File: config.mk
export PLATFORM = sky130hd
export DESIGN_NAME = nvm_image_loader
export DESIGN_NICKNAME = d
export VERILOG_FILES = /design/src/rtl/nvm_pkg.sv /design/src/rtl/nvm_word_ram.sv /design/src/rtl/nvm_sum_acc.sv /design/src/rtl/nvm_field_regs.sv /design/src/rtl/nvm_loader_ctrl.sv /design/src/rtl/nvm_image_loader.sv
export SDC_FILE = /design/constraint.sdc
export NUM_CORES = 1
export LEC_CHECK = 0
export ABC_AREA = 1
export BUFFER_PORTS_ARGS = -buffer_cell sky130_fd_sc_hd__buf_4
export CAP_MARGIN = 30
export CORE_ASPECT_RATIO = 1.4
export CORE_MARGIN = 2
export CORE_UTILIZATION = 35
export CTS_CLUSTER_SIZE = 12
export DETAILED_ROUTE_END_ITERATION = 6
export SLEW_MARGIN = 20
export SYNTH_ARGS = -nofsm -noshare
export SYNTH_HDL_FRONTEND = slang
export SYNTH_SLANG_ARGS = --single-unit
File: constraint.sdc
create_clock -name clk -period 2.7 [get_ports clk]
set_input_delay 0.135 -clock clk [delete_from_list [all_inputs] [get_ports clk]]
set_output_delay 0.135 -clock clk [all_outputs]
set_load 0.05 [all_outputs]
File: src/rtl/nvm_pkg.sv
package nvm_pkg;
  localparam logic [15:0] SUM_TARGET = 16'hBABA;
  localparam logic [15:0] SIG_MASK   = 16'hC000;
  localparam logic [15:0] SIG_GOOD   = 16'h4000;

  typedef enum logic [2:0] {
    ST_IDLE,
    ST_LOAD,
    ST_EVAL,
    ST_LK_RD,
    ST_LK_RSP,
    ST_UPD,
    ST_UPD_WR,
    ST_WR
  } ctrl_state_t;
endpackage

File: src/rtl/nvm_word_ram.sv
module nvm_word_ram #(
  parameter int DW = 16,
  parameter int WORDS = 64,
  localparam int AW = $clog2(WORDS)
) (
  input  logic          clk,
  input  logic          we,
  input  logic [AW-1:0] waddr,
  input  logic [DW-1:0] wdata,
  input  logic [AW-1:0] raddr,
  output logic [DW-1:0] rdata
);
  logic [DW-1:0] mem [WORDS];

  always_ff @(posedge clk) begin
    if (we) mem[waddr] <= wdata;
    rdata <= mem[raddr];
  end
endmodule

File: src/rtl/nvm_sum_acc.sv
module nvm_sum_acc #(
  parameter int DW = 16
) (
  input  logic          clk,
  input  logic          rst,
  input  logic          clr,
  input  logic          add_en,
  input  logic [DW-1:0] add_val,
  output logic [DW-1:0] sum
);
  always_ff @(posedge clk) begin
    if (rst || clr) sum <= '0;
    else if (add_en) sum <= sum + add_val;
  end
endmodule

File: src/rtl/nvm_field_regs.sv
module nvm_field_regs
  import nvm_pkg::*;
#(
  parameter int DW = 16,
  parameter int AW = 6,
  parameter int SIG_ADDR = 0,
  parameter int LO_ADDR = 8,
  parameter int HI_ADDR = 9
) (
  input  logic          clk,
  input  logic          rst,
  input  logic          cap_en,
  input  logic [AW-1:0] cap_addr,
  input  logic [DW-1:0] cap_data,
  input  logic          commit,
  input  logic          commit_good,
  input  logic          sig_clear,
  output logic          stage_match,
  output logic          valid,
  output logic [DW-1:0] lo_word,
  output logic [DW-1:0] hi_word
);
  logic [DW-1:0] sig_stage;
  logic [DW-1:0] sig_word;

  always_ff @(posedge clk) begin
    if (rst) begin
      sig_stage <= '0;
      sig_word  <= '0;
      lo_word   <= '0;
      hi_word   <= '0;
    end else begin
      if (cap_en && cap_addr == AW'(SIG_ADDR)) sig_stage <= cap_data;
      if (cap_en && cap_addr == AW'(LO_ADDR))  lo_word   <= cap_data;
      if (cap_en && cap_addr == AW'(HI_ADDR))  hi_word   <= cap_data;
      if (commit)
        sig_word <= commit_good ? sig_stage : (sig_stage & ~SIG_MASK);
      else if (sig_clear)
        sig_word <= sig_word & ~SIG_MASK;
    end
  end

  assign stage_match = (sig_stage & SIG_MASK) == SIG_GOOD;
  assign valid       = (sig_word & SIG_MASK) == SIG_GOOD;
endmodule

File: src/rtl/nvm_loader_ctrl.sv
module nvm_loader_ctrl
  import nvm_pkg::*;
#(
  parameter int DW = 16,
  parameter int WORDS = 64,
  parameter int IW = 8,
  localparam int AW = $clog2(WORDS)
) (
  input  logic          clk,
  input  logic          rst,
  input  logic          wr_req,
  input  logic [AW-1:0] wr_addr,
  input  logic [DW-1:0] wr_data,
  input  logic          upd_req,
  input  logic          lk_req,
  input  logic [IW-1:0] lk_index,
  output logic          lk_ack,
  output logic [DW-1:0] lk_data,
  output logic          busy,
  output logic          eng_req,
  output logic          eng_we,
  output logic [AW-1:0] eng_addr,
  output logic [DW-1:0] eng_wdata,
  input  logic          eng_ack,
  input  logic [DW-1:0] eng_rdata,
  input  logic          cache_valid,
  input  logic          stage_match,
  input  logic [DW-1:0] sum,
  input  logic [DW-1:0] ram_rdata,
  output logic          ram_we,
  output logic [AW-1:0] ram_waddr,
  output logic [AW-1:0] ram_raddr,
  output logic          sum_clr,
  output logic          sum_add,
  output logic          commit,
  output logic          commit_good,
  output logic          sig_clear,
  output logic          load_done,
  output logic          csum_ok,
  output logic          sig_ok
);
  localparam logic [AW-1:0] LOAD_LAST = AW'(WORDS - 1);
  localparam logic [AW-1:0] UPD_LAST  = AW'(WORDS - 2);
  localparam logic [IW-1:0] IDX_LIMIT = IW'(WORDS);

  ctrl_state_t   state;
  logic [AW-1:0] cnt;
  logic [IW-1:0] idx_q;
  logic          sum_good;
  logic          issue;

  assign sum_good    = (sum == SUM_TARGET);
  assign busy        = (state != ST_IDLE);
  assign ram_we      = (state == ST_LOAD) && eng_ack;
  assign ram_waddr   = cnt;
  assign ram_raddr   = idx_q[AW-1:0];
  assign sum_clr     = (state == ST_IDLE);
  assign sum_add     = ((state == ST_LOAD) || (state == ST_UPD)) && eng_ack;
  assign commit      = (state == ST_EVAL);
  assign commit_good = sum_good;
  assign sig_clear   = eng_ack && eng_we;
  assign issue       = !eng_req && !eng_ack;

  always_ff @(posedge clk) begin
    if (rst) begin
      state     <= ST_IDLE;
      cnt       <= '0;
      idx_q     <= '0;
      eng_req   <= 1'b0;
      eng_we    <= 1'b0;
      eng_addr  <= '0;
      eng_wdata <= '0;
      lk_ack    <= 1'b0;
      lk_data   <= '0;
      load_done <= 1'b0;
      csum_ok   <= 1'b0;
      sig_ok    <= 1'b0;
    end else begin
      lk_ack    <= 1'b0;
      load_done <= 1'b0;
      unique case (state)
        ST_IDLE: begin
          if (wr_req) begin
            eng_req   <= 1'b1;
            eng_we    <= 1'b1;
            eng_addr  <= wr_addr;
            eng_wdata <= wr_data;
            state     <= ST_WR;
          end else if (upd_req) begin
            cnt   <= '0;
            state <= ST_UPD;
          end else if (lk_req) begin
            idx_q <= lk_index;
            if (lk_index >= IDX_LIMIT) begin
              lk_ack  <= 1'b1;
              lk_data <= '0;
            end else if (cache_valid) begin
              state <= ST_LK_RD;
            end else begin
              cnt   <= '0;
              state <= ST_LOAD;
            end
          end
        end
        ST_LOAD, ST_UPD: begin
          if (issue) begin
            eng_req  <= 1'b1;
            eng_we   <= 1'b0;
            eng_addr <= cnt;
          end
          if (eng_ack) begin
            eng_req <= 1'b0;
            if (state == ST_LOAD && cnt == LOAD_LAST) state <= ST_EVAL;
            else if (state == ST_UPD && cnt == UPD_LAST) state <= ST_UPD_WR;
            else cnt <= cnt + 1'b1;
          end
        end
        ST_EVAL: begin
          csum_ok   <= sum_good;
          sig_ok    <= sum_good && stage_match;
          load_done <= 1'b1;
          if (sum_good && stage_match) begin
            state <= ST_LK_RD;
          end else begin
            lk_ack  <= 1'b1;
            lk_data <= '0;
            state   <= ST_IDLE;
          end
        end
        ST_LK_RD: state <= ST_LK_RSP;
        ST_LK_RSP: begin
          lk_ack  <= 1'b1;
          lk_data <= ram_rdata;
          state   <= ST_IDLE;
        end
        ST_UPD_WR: begin
          if (issue) begin
            eng_req   <= 1'b1;
            eng_we    <= 1'b1;
            eng_addr  <= LOAD_LAST;
            eng_wdata <= SUM_TARGET - sum;
          end
          if (eng_ack) begin
            eng_req <= 1'b0;
            eng_we  <= 1'b0;
            state   <= ST_IDLE;
          end
        end
        ST_WR: begin
          if (eng_ack) begin
            eng_req <= 1'b0;
            eng_we  <= 1'b0;
            state   <= ST_IDLE;
          end
        end
        default: state <= ST_IDLE;
      endcase
    end
  end
endmodule

File: src/rtl/nvm_image_loader.sv
module nvm_image_loader #(
  parameter int DW = 16,
  parameter int WORDS = 64,
  parameter int IW = 8,
  parameter int SIG_ADDR = 0,
  parameter int LO_ADDR = 8,
  parameter int HI_ADDR = 9,
  localparam int AW = $clog2(WORDS)
) (
  input  logic            clk,
  input  logic            rst,
  input  logic            wr_req,
  input  logic [AW-1:0]   wr_addr,
  input  logic [DW-1:0]   wr_data,
  input  logic            upd_req,
  input  logic            lk_req,
  input  logic [IW-1:0]   lk_index,
  output logic            lk_ack,
  output logic [DW-1:0]   lk_data,
  output logic            busy,
  output logic            eng_req,
  output logic            eng_we,
  output logic [AW-1:0]   eng_addr,
  output logic [DW-1:0]   eng_wdata,
  input  logic            eng_ack,
  input  logic [DW-1:0]   eng_rdata,
  output logic [2*DW-1:0] asm_number,
  output logic            load_done,
  output logic            csum_ok,
  output logic            sig_ok,
  output logic            cache_valid
);
  logic          ram_we;
  logic [AW-1:0] ram_waddr;
  logic [AW-1:0] ram_raddr;
  logic [DW-1:0] ram_rdata;
  logic          sum_clr;
  logic          sum_add;
  logic [DW-1:0] sum;
  logic          commit;
  logic          commit_good;
  logic          sig_clear;
  logic          stage_match;
  logic [DW-1:0] lo_word;
  logic [DW-1:0] hi_word;

  nvm_word_ram #(.DW(DW), .WORDS(WORDS)) u_ram (
    .clk(clk), .we(ram_we), .waddr(ram_waddr), .wdata(eng_rdata),
    .raddr(ram_raddr), .rdata(ram_rdata)
  );

  nvm_sum_acc #(.DW(DW)) u_sum (
    .clk(clk), .rst(rst), .clr(sum_clr), .add_en(sum_add),
    .add_val(eng_rdata), .sum(sum)
  );

  nvm_field_regs #(
    .DW(DW), .AW(AW), .SIG_ADDR(SIG_ADDR), .LO_ADDR(LO_ADDR), .HI_ADDR(HI_ADDR)
  ) u_fields (
    .clk(clk), .rst(rst), .cap_en(ram_we), .cap_addr(ram_waddr),
    .cap_data(eng_rdata), .commit(commit), .commit_good(commit_good),
    .sig_clear(sig_clear), .stage_match(stage_match), .valid(cache_valid),
    .lo_word(lo_word), .hi_word(hi_word)
  );

  nvm_loader_ctrl #(.DW(DW), .WORDS(WORDS), .IW(IW)) u_ctrl (
    .clk(clk), .rst(rst),
    .wr_req(wr_req), .wr_addr(wr_addr), .wr_data(wr_data),
    .upd_req(upd_req), .lk_req(lk_req), .lk_index(lk_index),
    .lk_ack(lk_ack), .lk_data(lk_data), .busy(busy),
    .eng_req(eng_req), .eng_we(eng_we), .eng_addr(eng_addr),
    .eng_wdata(eng_wdata), .eng_ack(eng_ack), .eng_rdata(eng_rdata),
    .cache_valid(cache_valid), .stage_match(stage_match), .sum(sum),
    .ram_rdata(ram_rdata), .ram_we(ram_we), .ram_waddr(ram_waddr),
    .ram_raddr(ram_raddr), .sum_clr(sum_clr), .sum_add(sum_add),
    .commit(commit), .commit_good(commit_good), .sig_clear(sig_clear),
    .load_done(load_done), .csum_ok(csum_ok), .sig_ok(sig_ok)
  );

  assign asm_number = cache_valid ? {hi_word, lo_word} : '0;
endmodule

==> impl_metrics.env <==
export IMPL_syn_area_mm2=0.0478
export IMPL_end_kind="flop"
export IMPL_drive_gt1_share_pct=10.4
export IMPL_hold_path_class="in2reg"
export IMPL_cts_buffer_depth=3
export IMPL_synth_top_area_cell="edfxtp_1"
export IMPL_num_vias=32900
export IMPL_path_class="reg2reg"
export IMPL_grt_pass1_wl_mm=204
export IMPL_start_util_pct=35.2
export IMPL_cts_hold_buffers=43
export IMPL_ys_types=45
export IMPL_slew_violations=0
export IMPL_maxCapViolations=0
export IMPL_avgSynthCellArea_um2=10.8
export IMPL_worstMarginPinSlew_ns=1.06
export IMPL_drc_errors=0
export IMPL_first_pass_iters=5
export IMPL_hpwlAfterDp_mm=86.0
export IMPL_maxSlewHeadroom_pct=29.6
export IMPL_io_pins=130
export IMPL_ys_seq_area_share_pct=69.7
export IMPL_antenna_found_initial=1
export IMPL_yosysWarnings=0
export IMPL_setup_viol=0
export IMPL_cts_root_buf="clkbuf_16"
export IMPL_synth_edff_count=1024
export IMPL_register_area_mm2=0.0333
export IMPL_rsz0062_at_grt="false"
export IMPL_cts_repair_resized=0
export IMPL_grt_max_degree=120
export IMPL_fin_ws_ns=0.222
export IMPL_cts_made_buffers=110
export IMPL_ys_ff_latch=1151
export IMPL_max_freq_mhz=403
export IMPL_clk_latency_ns=0.73
export IMPL_syn_inst=4407
export IMPL_core_mm2=0.136
export IMPL_ant_nets=0
export IMPL_synth_area_leaders="edfxtp_1, nand2_1, nand3_1"
export IMPL_port_buffer_count=129
export IMPL_cts_setup_buffers=0
export IMPL_yosys_most_used_dff="edfxtp_1"
export IMPL_fillers=12900
export IMPL_syn2layout_area_growth_pct=15.3
export IMPL_path_clk_slew_ns=0.06
export IMPL_fin_hold_ws_ns=0.0425
export IMPL_wire_per_inst_um=21.6
export IMPL_dieHeight_um=441
export IMPL_timing_final_crit_period_ns=2.48
export IMPL_final_cells=6446
export IMPL_fin_crit_sh_pct=91.8
export IMPL_drt_first_iter_violations=3028
export IMPL_die_x_um=316
export IMPL_crit_required_ns=3.30
export IMPL_grt_pass1_vias=31900
export IMPL_cts_tree="built"
export IMPL_skew_ns=0.0421
export IMPL_async_flop_share_pct=0
export IMPL_dp_cells=6225
export IMPL_ir_worst_vdd_mv=0.709
export IMPL_worstPathMaxFanout=8
export IMPL_status="finished clean"
export IMPL_h_tree_depth=3
export IMPL_total_leakage_power_nw=20.0
export IMPL_cellPowerDensity_mw_per_mm2=773
export IMPL_overflow=0
export IMPL_synthDominantCellAreaShare_pct=64.3
export IMPL_pre_cts_slack_ns=0.372
export IMPL_power_mw=42.6
export IMPL_grt_total_usage_pct=19.7
export IMPL_reg2reg_depth=10
export IMPL_rows=160
export IMPL_routed_wl_mm=139
export IMPL_place_congestion=0.876
export IMPL_reg2reg_to="u_ctrl.ram_waddr[4]$_SDFFE_PP0P_"
export IMPL_viasPerCell=5.11
export IMPL_cp_start_kind="flop"
export IMPL_crit_path_end="u_ctrl.ram_waddr[4]$_SDFFE_PP0P_"
export IMPL_r2r_slack_ns=0.22
export IMPL_synthesis_nets=4481
export IMPL_r2r_start="u_ctrl.ram_waddr[0]$_SDFFE_PP0P_"
export IMPL_finalHoldViolCount=0
export IMPL_nets=4672
export IMPL_multi_input_area_mm2=0.0128
export IMPL_fin_tns_setup_ns=0
export IMPL_startpoint="u_ctrl.ram_waddr[0]$_SDFFE_PP0P_"
export IMPL_cts_num_sinks=1151
export IMPL_critPathArrivalTime_ns=3.08
export IMPL_dieArea_mm2=0.140
==> worst max-delay path: stages (launching register included) <==
cell           delay (ns)
dfxtp_1              0.57
ha_1                 0.30
nand3_1              0.14
nor3_1               0.19
nand2_1              0.09
and2_1               0.21
nand2_4              0.14
inv_2                0.05
nand2_1              0.05
a21oi_1              0.06
dlygate4sd3_1        0.56
==> worst min-delay path by stage <==
| stage | startpoint | endpoint | slack (ns) | depth (start not counted) |
|---|---|---|---|---|
| after global routing | eng_rdata[8] | u_ram.mem[0][8]$_DFFE_PP_ | 0.04 | 2 |
| after detailed placement | wr_data[5] | u_ctrl.eng_wdata[5]$_SDFFE_PP0P_ | 0.42 | 3 |
| after floorplan | eng_rdata[0] | u_ram.mem[0][0]$_DFFE_PP_ | 0.23 | 0 |
| after global placement | wr_data[5] | u_ctrl.eng_wdata[5]$_SDFFE_PP0P_ | 0.40 | 3 |
| final | eng_rdata[8] | u_ram.mem[0][8]$_DFFE_PP_ | 0.04 | 2 |
| after CTS | eng_rdata[13] | u_sum.sum[13]$_SDFFE_PP0P_ | 0.01 | 6 |
==> logic make-up after synthesis <==
| logic type | count (synthesis) | share of synthesized area [%] |
|---|---|---|
| XOR/XNOR | 13 | 0.238 |
| AND/OR/NAND/NOR | 2606 | 23.4 |
| AO/OA/AOI/OAI | 234 | 2.61 |
| adder cells (fa/ha/maj) | 22 | 0.592 |
| buffers and inverters | 381 | 3.51 |
| flip-flops | 1151 | 69.7 |
==> stage by stage <==
stage | util [%] | instance area, µm²
floorplan | - | 47800
global placement | 37.9 | 51400
detailed placement | 37.9 | 51400
CTS | 40.6 | 55100
global route | 40.6 | 55100
finish | 40.6 | 55100
==> where the power goes <==
part	internal (mW)	total, mW	leakage [nW]	switching, mW
clock network	8.08	14.5	1.57	6.40
logic	2.11	7.88	8.23	5.77
registers	19.8	20.3	10.2	0.420
==> routing by layer <==
metal / up-vias / routed length (µm) / track usage, %
li1: 15600 / - / -
met1: 15900 / 53300 / 23.4
met2: 1168 / 69300 / 34.1
met3: 264 / 7910 / 2.77
met4: 0 / 8490 / 11.4
met5: - / 0 / 0
==> flip-flops by register name, indices dropped and copies added (netlist names) <==
signal,flops
u_ram.rdata,16
u_ctrl.csum_ok,1
u_ctrl.state,3
u_fields.hi_word,16
u_fields.sig_stage,2
u_ctrl.lk_ack,1
u_ctrl.sig_ok,1
u_ctrl.load_done,1
u_fields.lo_word,16
u_ctrl.eng_addr,6
u_ctrl.eng_req,1
u_ctrl.eng_we,1
u_ram.mem,1024
u_fields.sig_word,2
u_ctrl.lk_data,16
u_ctrl.idx_q,6
u_ctrl.eng_wdata,16
u_ctrl.ram_waddr,6
u_sum.sum,16
==> synth_stat cells, types with 3 or more instances <==
cell type and count:
buf_2 146, o21ai_0 36, nand2_1 1479, clkbuf_1 83, nor2_1 141, ha_1 21, a21oi_1 134, nor2_2 5
nand3_1 942, nand2_2 9, inv_4 3, nand2_4 4, nand4_1 6, buf_1 20, dfxtp_1 127, inv_1 104
buf_6 3, a21o_1 5, and2_1 3, nor2_4 5, buf_4 9, inv_2 11, xor2_1 11, edfxtp_1 1024
a31oi_1 4, o21a_1 7, o21ai_1 40
==> cell type report <==
cell class / count / area share, %
inverter: 120 / 0.863
tap: 1782 / 4.05
clock inverter: 13 / 0.295
sequential: 1151 / 60.4
multi-input combinational: 2875 / 23.3
timing repair buffer: 340 / 5.46
clock buffer: 164 / 5.59
antenna: 1 / 0.00454
==> cells in the final DEF (no fill, tap or decap), types with 3 or more instances in the layout <==
master / Yosys / routed
inv_4: 3 / 4
edfxtp_1: 1024 / 1024
nor2_2: 5 / 5
buf_12: 0 / 28
nand2_2: 9 / 9
o21ai_0: 36 / 36
dfxtp_4: 0 / 3
clkbuf_1: 83 / 45
clkbuf_16: 0 / 114
inv_2: 11 / 11
nor2_4: 5 / 5
o21ai_1: 40 / 40
clkbuf_8: 0 / 4
xor2_1: 11 / 11
nor2_1: 141 / 141
a21oi_1: 134 / 134
bufinv_16: 0 / 3
dfxtp_1: 127 / 123
and2_1: 3 / 3
a31oi_1: 4 / 4
nand2_1: 1479 / 1479
nand2_4: 4 / 4
inv_6: 0 / 4
inv_1: 104 / 102
clkinv_1: 2 / 4
ha_1: 21 / 21
a21o_1: 5 / 5
buf_4: 9 / 269
nand4_1: 6 / 6
nand3_1: 942 / 942
dlygate4sd3_1: 0 / 43
o21a_1: 7 / 7
(Power assumes the default switching activity.)
